**src/rtl/logq_pkg.sv**
```systemverilog
package logq_pkg;
  localparam int VAL_W   = 20;
  localparam int EXP_W   = 4;
  localparam int MAN_W   = 4;
  localparam int CODE_W  = EXP_W + MAN_W;
  localparam int MAX_EXP = (1 << EXP_W) - 1;
  localparam int CLZ_W   = 32;
  localparam int LZ_W    = $clog2(CLZ_W) + 1;
  localparam int STEP    = 1 << MAN_W;

  typedef struct packed {
    logic load;
    logic seed;
    logic stepDown;
    logic stepUp;
    logic finish;
  } encStrobe_t;

  typedef enum logic [2:0] {
    ST_IDLE, ST_SEED, ST_DOWN, ST_UP, ST_FIN, ST_HOLD
  } encState_t;

  // base of segment e: a run of e ones, scaled by the segment step count
  function automatic logic [VAL_W-1:0] segBase(input logic [EXP_W-1:0] e);
    logic [VAL_W-1:0] ramp;
    ramp = VAL_W'(15'h7FFF) >> (EXP_W'(MAX_EXP) - e);
    return ramp << MAN_W;
  endfunction
endpackage

```
**src/rtl/logq_clz.sv**
```systemverilog
module logq_clz
  import logq_pkg::*;
#(
  parameter int W   = CLZ_W,
  localparam int LVL = $clog2(W),
  localparam int CW  = LVL + 1
) (
  input  logic [W-1:0]  vec,
  output logic [CW-1:0] zeros
);
  logic [W-1:0]  part  [0:LVL];
  logic [CW-1:0] count [0:LVL];

  assign part[0]  = vec;
  assign count[0] = CW'(W);

  for (genvar i = 0; i < LVL; i++) begin : g_halve
    localparam int SH = W >> (i + 1);
    logic [W-1:0] upper;
    assign upper        = part[i] >> SH;
    assign part[i+1]    = (upper != '0) ? upper : part[i];
    assign count[i+1]   = (upper != '0) ? count[i] - CW'(SH) : count[i];
  end

  assign zeros = count[LVL] - CW'(part[LVL][0]);
endmodule

```
**src/rtl/logq_enc_ctrl.sv**
```systemverilog
module logq_enc_ctrl
  import logq_pkg::*;
(
  input  logic       clk,
  input  logic       rstN,
  input  logic       inValid,
  input  logic       outReady,
  input  logic       canDown,
  input  logic       canUp,
  output logic       inReady,
  output logic       outValid,
  output encStrobe_t strb
);
  encState_t state, nextState;

  always_ff @(posedge clk or negedge rstN) begin
    if (!rstN) state <= ST_IDLE;
    else       state <= nextState;
  end

  always_comb begin
    nextState = state;
    strb      = '0;
    unique case (state)
      ST_IDLE: if (inValid) begin
        strb.load = 1'b1;
        nextState = ST_SEED;
      end
      ST_SEED: begin
        strb.seed = 1'b1;
        nextState = ST_DOWN;
      end
      ST_DOWN: begin
        if (canDown) strb.stepDown = 1'b1;
        else         nextState = ST_UP;
      end
      ST_UP: begin
        if (canUp) strb.stepUp = 1'b1;
        else       nextState = ST_FIN;
      end
      ST_FIN: begin
        strb.finish = 1'b1;
        nextState = ST_HOLD;
      end
      ST_HOLD: if (outReady) nextState = ST_IDLE;
      default: nextState = ST_IDLE;
    endcase
  end

  assign inReady  = (state == ST_IDLE);
  assign outValid = (state == ST_HOLD);
endmodule

```
**src/rtl/logq_enc_dp.sv**
```systemverilog
module logq_enc_dp
  import logq_pkg::*;
(
  input  logic              clk,
  input  logic              rstN,
  input  encStrobe_t        strb,
  input  logic [VAL_W-1:0]  inValue,
  output logic              canDown,
  output logic              canUp,
  output logic [CODE_W-1:0] code
);
  logic [VAL_W-1:0]  valReg, offReg;
  logic [EXP_W-1:0]  expReg;
  logic [CODE_W-1:0] codeReg;
  logic [LZ_W-1:0]   lz;
  logic signed [7:0] estRaw;
  logic [EXP_W-1:0]  seedExp;
  logic [VAL_W:0]    nextOff;
  logic [VAL_W-1:0]  diff, raw;
  logic [MAN_W-1:0]  mant;

  logq_clz #(.W(CLZ_W)) u_clz (
    .vec  (CLZ_W'(valReg)),
    .zeros(lz)
  );

  always_comb begin
    estRaw = $signed(8'(CLZ_W - 1 - MAN_W)) - $signed(8'(lz));
    if (estRaw < 0)                      seedExp = '0;
    else if (estRaw > 8'(MAX_EXP))       seedExp = EXP_W'(MAX_EXP);
    else                                 seedExp = estRaw[EXP_W-1:0];
  end

  assign nextOff = {offReg, 1'b0} + (VAL_W+1)'(STEP);
  assign canDown = (expReg != '0) && (valReg < offReg);
  assign canUp   = (expReg != EXP_W'(MAX_EXP)) && ({1'b0, valReg} >= nextOff);

  assign diff = valReg - offReg;
  assign raw  = diff >> expReg;
  assign mant = (raw[VAL_W-1:MAN_W] != '0) ? '1 : raw[MAN_W-1:0];

  always_ff @(posedge clk or negedge rstN) begin
    if (!rstN) begin
      valReg  <= '0;
      offReg  <= '0;
      expReg  <= '0;
      codeReg <= '0;
    end else begin
      if (strb.load) valReg <= inValue;
      if (strb.seed) begin
        expReg <= seedExp;
        offReg <= segBase(seedExp);
      end
      if (strb.stepDown) begin
        expReg <= expReg - 1'b1;
        offReg <= (offReg - VAL_W'(STEP)) >> 1;
      end
      if (strb.stepUp) begin
        expReg <= expReg + 1'b1;
        offReg <= nextOff[VAL_W-1:0];
      end
      if (strb.finish) codeReg <= {expReg, mant};
    end
  end

  assign code = codeReg;
endmodule

```
**src/rtl/logq_dec.sv**
```systemverilog
module logq_dec
  import logq_pkg::*;
(
  input  logic              clk,
  input  logic              rstN,
  input  logic              inValid,
  output logic              inReady,
  input  logic [CODE_W-1:0] inCode,
  output logic              outValid,
  input  logic              outReady,
  output logic [VAL_W-1:0]  outValue
);
  logic [EXP_W-1:0] e;
  logic [MAN_W-1:0] m;
  logic [VAL_W-1:0] expanded;
  logic             take;

  assign e        = inCode[CODE_W-1:MAN_W];
  assign m        = inCode[MAN_W-1:0];
  assign expanded = (VAL_W'(m) << e) + segBase(e);
  assign inReady  = !outValid || outReady;
  assign take     = inValid && inReady;

  always_ff @(posedge clk or negedge rstN) begin
    if (!rstN) begin
      outValid <= 1'b0;
      outValue <= '0;
    end else if (take) begin
      outValid <= 1'b1;
      outValue <= expanded;
    end else if (outReady) begin
      outValid <= 1'b0;
    end
  end
endmodule

```
**src/rtl/logq_codec.sv**
```systemverilog
module logq_codec
  import logq_pkg::*;
(
  input  logic        clk,
  input  logic        rstN,
  input  logic        encInValid,
  output logic        encInReady,
  input  logic [19:0] encInValue,
  output logic        encOutValid,
  input  logic        encOutReady,
  output logic [7:0]  encOutCode,
  input  logic        decInValid,
  output logic        decInReady,
  input  logic [7:0]  decInCode,
  output logic        decOutValid,
  input  logic        decOutReady,
  output logic [19:0] decOutValue
);
  encStrobe_t strb;
  logic       canDown, canUp;

  logq_enc_ctrl u_ctrl (
    .clk     (clk),
    .rstN    (rstN),
    .inValid (encInValid),
    .outReady(encOutReady),
    .canDown (canDown),
    .canUp   (canUp),
    .inReady (encInReady),
    .outValid(encOutValid),
    .strb    (strb)
  );

  logq_enc_dp u_dp (
    .clk    (clk),
    .rstN   (rstN),
    .strb   (strb),
    .inValue(encInValue),
    .canDown(canDown),
    .canUp  (canUp),
    .code   (encOutCode)
  );

  logq_dec u_dec (
    .clk     (clk),
    .rstN    (rstN),
    .inValid (decInValid),
    .inReady (decInReady),
    .inCode  (decInCode),
    .outValid(decOutValid),
    .outReady(decOutReady),
    .outValue(decOutValue)
  );
endmodule

```
**config.mk**
```make
export PLATFORM = sky130hd
export DESIGN_NAME = logq_codec
export DESIGN_NICKNAME = d
export VERILOG_FILES = /design/src/rtl/logq_pkg.sv /design/src/rtl/logq_clz.sv /design/src/rtl/logq_enc_ctrl.sv /design/src/rtl/logq_enc_dp.sv /design/src/rtl/logq_dec.sv /design/src/rtl/logq_codec.sv
export SDC_FILE = /design/constraint.sdc
export NUM_CORES = 1
export LEC_CHECK = 0
export BUFFER_PORTS_ARGS = -buffer_cell sky130_fd_sc_hd__buf_4
export CAP_MARGIN = 20
export CORE_MARGIN = 4
export CORE_UTILIZATION = 30
export CTS_BUF_LIST = sky130_fd_sc_hd__clkbuf_4 sky130_fd_sc_hd__clkbuf_8 sky130_fd_sc_hd__clkbuf_16
export DETAILED_ROUTE_END_ITERATION = 7
export PLACE_DENSITY_LB_ADDON = 0.05
export RECOVER_POWER = 50
export SETUP_SLACK_MARGIN = 0.1
export SYNTH_ARGS = -nofsm -noshare
export SYNTH_HDL_FRONTEND = slang
export SYNTH_SLANG_ARGS = --single-unit
```
**constraint.sdc**
```tcl
create_clock -name clk -period 7.6 [get_ports clk]
set_clock_uncertainty 0.1 [all_clocks]
set_input_delay 0.38 -clock clk [delete_from_list [all_inputs] [get_ports clk]]
set_output_delay 0.38 -clock clk [all_outputs]
set_load 0.01 [all_outputs]
```
==> results_dict.tcl, run 1 <==
set metrics [dict create \
    outcome "finished, violations left" \
    violations "max-capacitance violations, max-slew violations" \
    relSlewSlack -1.48 \
    use_met1 0.265 \
    cts_hold_buf 1 \
    gr-usage-met3 0.0259 \
    nFillCells 2718 \
    ys_seq_elements 76 \
    grtUsageTotal 0.186 \
    htree_levels 3 \
    wl_per_cell_um 20.0 \
    fin_nets 1089 \
    reg2reg_to "u_dp.offReg[4]" \
    cp_max_fo 12 \
    tightest_slew_ns 3.73 \
    synthArstFlopShare 1.00 \
    crit_type "flip-flop to flip-flop" \
    use_met2 0.301 \
    overflow 0 \
    insertion_delay_ns 0.35 \
    yosys.area.top_type "dfrtp_1" \
    hp-start "encInValue[1]" \
    crit_slowest_cell "dfrtp_1" \
    ff2ff_setup_slack_ns 1.95 \
    cts_inserted_buffers 9 \
    setup_violations 0 \
    dr.pass1.iters 5 \
    ant_nets 0 \
    synthDistinctLibCells 87 \
    syn_area_um2 7780 \
    cts_setup_buffers 0 \
    cts_resized 0 \
    rsz0062_at_grt "false" \
    cp.required_ns 7.74 \
    ctsRootBufferMaster "clkbuf_16" \
    ys_top_cells_by_area "dfrtp_1 24%, ha_1 10%, xnor2_1 5.7%, mux2_2 4.6%, o21ai_0 4.3%" \
    setup_tns_ns 0 \
    syn_nets 1051 \
    crit_start "u_dp.valReg[19]" \
    worstRegToRegCells 19 \
    r2r-start "u_dp.valReg[19]" \
    final_common_cell "nand2_1" \
    core-area_um2 25300 \
    final_cell_mix "83 x nand2_1, 76 x dfrtp_1, 71 x nor2_1, 67 x o21ai_0, 64 x ha_1" \
    worstPathArrival_ns 5.79 \
    hold_class "input pin to flip-flop" \
    grt_busiest_layer "met2" \
    syn2layout_area_growth_pct 12.2 \
    ios 66 \
    grt_pass1_vias 7166 \
    clkTransAtPathRegs_ns 0.07 \
    yosysSeqAreaShare 0.244 \
    avgSynthCellArea_um2 8.18 \
    drive_above_1_share 0.111 \
    ys_warn_count 0 \
    clock_sinks 76 \
    clock.fmax_mhz 177 \
    final.setup.worst_slack_ns 1.95 \
    port_buffers 65 \
    place_ws_ns 2.07 \
    cts_tree "done" \
    netlist.area_leader.share 0.244 \
    slowest_delay_ns 0.49 \
    dieArea_um2 28600 \
    via_per_inst 5.51 \
    finalWeightedCongestion 0.854 \
    grt_max_degree 63 \
    fin_crit_sh 0.743 \
    grt_pass1_wl_um 42200 \
    vias 7299 \
    drc 0 \
    maxCapViolCount 1 \
    die_w_um 169 \
    clockBufferDepth 2 \
    drt_wl_total_um 26500 \
    antenna_cells 0 \
    worstPathCellList "nor2_1 > nand2_2 > inv_1 > nand4_1 > and2_1 > a22oi_1 > nor2_1 > ha_1 > a32oi_1 > nand2_1 > xnor2_1 > ha_1 > nor3_1 > o221ai_1 > a21oi_1 > or4_1 > nand4_2 > and2_1 > a222oi_1" \
    drtIter0Drc 552 \
    postSynthCellCount 951 \
    maxSlewViolCount 63 \
    synth_edf_count 0 \
    initial_core_util 0.307 \
    finalHoldViolCount 0 \
    layout_min_cycle_time_ns 5.65 \
    synthFlopType "dfrtp_1" \
    grt_antenna_before_repair 0 \
    crit_end "u_dp.offReg[4]" \
    fp-row-count 58 \
    die_y_um 169 \
    holdWs_ns 0.132 \
    worstSetupEndpointType "flip-flop" \
    cp-start-kind "flip-flop" \
    hpwlAfterDp_um 20400 \
]
Yosys cell counts (9+ instances only):
cell / count
and3_1: 11
a21oi_1: 60
and2_1: 12
mux2i_1: 17
o22ai_1: 12
inv_1: 44
a31oi_1: 19
nand3_1: 19
nor2_1: 71
xnor2_1: 51
o21a_1: 12
nor2b_1: 9
nand2_1: 83
dfrtp_1: 76
clkbuf_1: 42
xor2_1: 11
nand4_1: 9
ha_1: 64
o211ai_1: 11
a21o_1: 23
o21ai_0: 67
nor3_1: 25
nand2b_1: 14
mux2_2: 32
sequential cells by signal, summed over array words and instances, names as in the netlist:
signal,cells
u_ctrl.state,3
u_dec.outValid,1
u_dec.outValue,20
u_dp.code,8
u_dp.expReg,4
u_dp.offReg,20
u_dp.valReg,20
worst min-delay path by stage:
stage | to | slack [ns] | cells past startpoint
after floorplan | u_ctrl.state[0] | -0.02 | 0
after detailed placement | u_dp.valReg[5] | 0.17 | 1
final | u_dp.valReg[1] | 0.13 | 3
after CTS | u_dp.valReg[1] | 0.12 | 3
after global placement | u_dp.valReg[5] | 0.17 | 1
after global routing | u_dp.valReg[1] | 0.14 | 3
per-layer routing:
metal | vias up | share of wire
met1 | 3506 | 0.49
met2 | 152 | 0.46
met5 | - | 0
met3 | 19 | 0.038
met4 | 0 | 0.015
li1 | 3622 | -
final cells by class:
type / instances / area [um2] / share of cell area
Multi-Input combinational cell: 775 / 5490 / 0.628
Sequential cell: 76 / 1900 / 0.218
Timing Repair Buffer: 78 / 469 / 0.0537
Tap cell: 330 / 413 / 0.0473
Clock buffer: 11 / 240 / 0.0275
Inverter: 49 / 184 / 0.0211
Clock inverter: 5 / 38.8 / 0.00444
worst max-delay path: cells and delay by family (launching register included):
kind | cells | cell delay, ns
AOI/OAI and AO/OA | 5 | 1.44
xor gates and xnor gates | 1 | 0.19
and+or+nand+nor | 10 | 2.38
buffers and inverters | 1 | 0.28
adders and majority gates | 2 | 0.64
DFF | 1 | 0.49
stage by stage:
| step | cells | utilization | area [um2] |
|---|---|---|---|
| 6_report | 1324 | 0.345 | 8730 |
| 4_1_cts | 1323 | 0.350 | 8870 |
| 2_1_floorplan | 951 | - | 7780 |
| 3_3_place_gp | 1305 | 0.338 | 8550 |
| 5_1_grt | 1324 | 0.345 | 8730 |
| 3_5_place_dp | 1306 | 0.339 | 8580 |
kinds of logic after synthesis:
logic type                 count (synthesis)  synth area share
adders and majority gates                 66             0.108
buffers and inverters                    100            0.0505
DFF                                       76             0.244
AOI/OAI and AO/OA                        304             0.268
muxes                                     50            0.0711
xor gates and xnor gates                  62            0.0698
and+or+nand+nor                          293             0.188
Power of run 1 is left out: the tool's default activity adds up to more than one toggle a clock period on the data nets, which glitch-free logic cannot reach.
==> inputs of run 2 (changes only) <==
clock period = 5.7 ns   (was 7.6 ns; I/O delays follow)
==> run 2 against run 1 <==
The flow still finishes with violations (max-capacitance violations, max-slew violations). First-iteration DRC count decreased by 26%. Critical endpoint is now u_dp.offReg[18]. Highest routed layer unchanged. Design area up 1.2%. Sequential share of layout area fell by 0.26 points. Count of clock-buffer cells in the layout down 2.
==> results_dict.tcl, run 2 (synthesis gave the netlist of run 1 again) <==
set metrics [dict create \
    via_per_inst 5.56 \
    violations "max-capacitance violations, max-slew violations" \
    cts_inserted_buffers 9 \
    drt_wl_total_um 26400 \
    cpLargestDelayFamily "simple AND/OR/NAND/NOR gates" \
    reg2reg_to "u_dp.offReg[18]" \
    overflow 0 \
    grt_pass1_wl_um 42300 \
    drive_above_1_share 0.124 \
    crit_slowest_cell "or4_1" \
    worstSetupEndpointType "flip-flop" \
    crit_end "u_dp.offReg[18]" \
    vias 7398 \
    finalHoldViolCount 0 \
    die_y_um 169 \
    die_w_um 169 \
    crit_cells 18 \
    port_buffers 65 \
    clkTransAtPathRegs_ns 0.07 \
    ctsRootBufferMaster "clkbuf_16" \
    clock_sinks 76 \
    crit_start "u_dp.valReg[8]" \
    drtIter0Drc 410 \
    slowest_delay_ns 0.61 \
    hold_class "input pin to flip-flop" \
    antenna_cells 0 \
    drc 0 \
    largest_registers "u_dec.outValue: 20 flops, u_dp.offReg: 20 flops, u_dp.valReg: 20 flops" \
    dr.pass1.iters 5 \
    place_ws_ns 0.298 \
    final_common_cell "nand2_1" \
    clock.fmax_mhz 191 \
    worstPathArrival_ns 5.37 \
    cts_tree "done" \
    syn2layout_area_growth_pct 13.6 \
    fp-row-count 58 \
    dieArea_um2 28600 \
    core-area_um2 25300 \
    clockBufferDepth 2 \
    final.setup.worst_slack_ns 0.455 \
    layout_min_cycle_time_ns 5.25 \
    insertion_delay_ns 0.35 \
    grt_max_degree 50 \
    worstPathCellList "or4_1 > o41ai_2 > a22oi_1 > o21ai_2 > and2_1 > ha_1 > nand3_1 > o22ai_1 > nand2_1 > xnor2_1 > ha_1 > nor3_1 > and4_1 > a311o_1 > nor3_1 > a21boi_0 > o221a_2 > a221oi_1" \
    fin_crit_sh 0.920 \
    relSlewSlack -0.176 \
    setup_violations 0 \
    rsz0062_at_grt "false" \
    maxCapViolCount 1 \
    fin_nets 1095 \
    crit_type "flip-flop to flip-flop" \
    cp.required_ns 5.82 \
    initial_core_util 0.307 \
    cp_max_fo 6 \
    final_cell_mix "83 x nand2_1, 76 x dfrtp_1, 70 x nor2_1, 67 x o21ai_0, 64 x ha_1" \
    path_buf_inv 0 \
    outcome "finished, violations left" \
    wl_per_cell_um 19.8 \
    ios 66 \
    ant_nets 0 \
    grtUsageTotal 0.186 \
    setup_tns_ns 0 \
    finalWeightedCongestion 0.863 \
    grt_antenna_before_repair 0 \
    grt_pass1_vias 7309 \
    worstRegToRegCells 18 \
    r2r-start "u_dp.valReg[8]" \
    tightest_slew_ns 1.76 \
    maxSlewViolCount 29 \
    cp-start-kind "flip-flop" \
    ff2ff_setup_slack_ns 0.45 \
    hpwlAfterDp_um 20500 \
    nFillCells 2699 \
    htree_levels 3 \
]
run 2: area by class of cell:
type	count	area, um2	share of cell area
sequential	76	1900	0.215
multi-input combinational	775	5510	0.623
tap	330	413	0.0467
inverter	49	188	0.0212
clock buffer	9	225	0.0255
clock inverter	7	105	0.0119
timing repair buffer	84	499	0.0565
run 2: worst min-delay path by stage:
| stage | start | endpoint | slack (ns) | depth (start not counted) |
|---|---|---|---|---|
| 6_report | encInValue[1] | u_dp.valReg[1] | 0.04 | 3 |
| 5_1_grt | decInValid | u_dec.outValid | 0.03 | 2 |
| 4_1_cts | decInValid | u_dec.outValid | 0.03 | 2 |
| 3_5_place_dp | rstN | u_dp.valReg[1] | 0.16 | 1 |
| 3_3_place_gp | rstN | u_dp.valReg[1] | 0.16 | 1 |
| 2_1_floorplan | rstN | u_ctrl.state[0] | -0.11 | 0 |
run 2: metal layers:
| metal | up-vias | routed length (um) | share of wire | track usage |
|---|---|---|---|---|
| met3 | 18 | 834 | 0.032 | 0.0271 |
| met4 | 0 | 277 | 0.010 | 0.0322 |
| li1 | 3641 | - | - | - |
| met2 | 149 | 12100 | 0.46 | 0.301 |
| met1 | 3590 | 13200 | 0.50 | 0.268 |
| met5 | - | 0 | 0 | 0 |
run 2: worst register-to-register path, cell delays in order (launching register included):
cell	delay (ns)
dfrtp_1	0.48
or4_1	0.61
o41ai_2	0.37
a22oi_1	0.19
o21ai_2	0.27
and2_1	0.18
ha_1	0.20
nand3_1	0.08
o22ai_1	0.23
nand2_1	0.18
xnor2_1	0.20
ha_1	0.29
nor3_1	0.12
and4_1	0.21
a311o_1	0.31
nor3_1	0.60
a21boi_0	0.26
o221a_2	0.21
a221oi_1	0.04
run 2: stage by stage:
stage	area (um2)	util	std cells	hold slack, ns
after floorplan	7780	-	951	-0.111
after global placement	8600	0.340	1312	0.161
after detailed placement	8600	0.340	1312	0.165
after CTS	8940	0.353	1329	0.0254
after global routing	8840	0.349	1330	0.0297
final	8840	0.349	1330	0.0351
run 2: timing repair:
item,in CTS,in global routing
resized for setup,0,5
setup buffers,0,0
hold endpoints to repair,27,0
hold buffers,1,0
endpoints found under the setup margin,0,16
Power of run 2 is left out for the same reason.
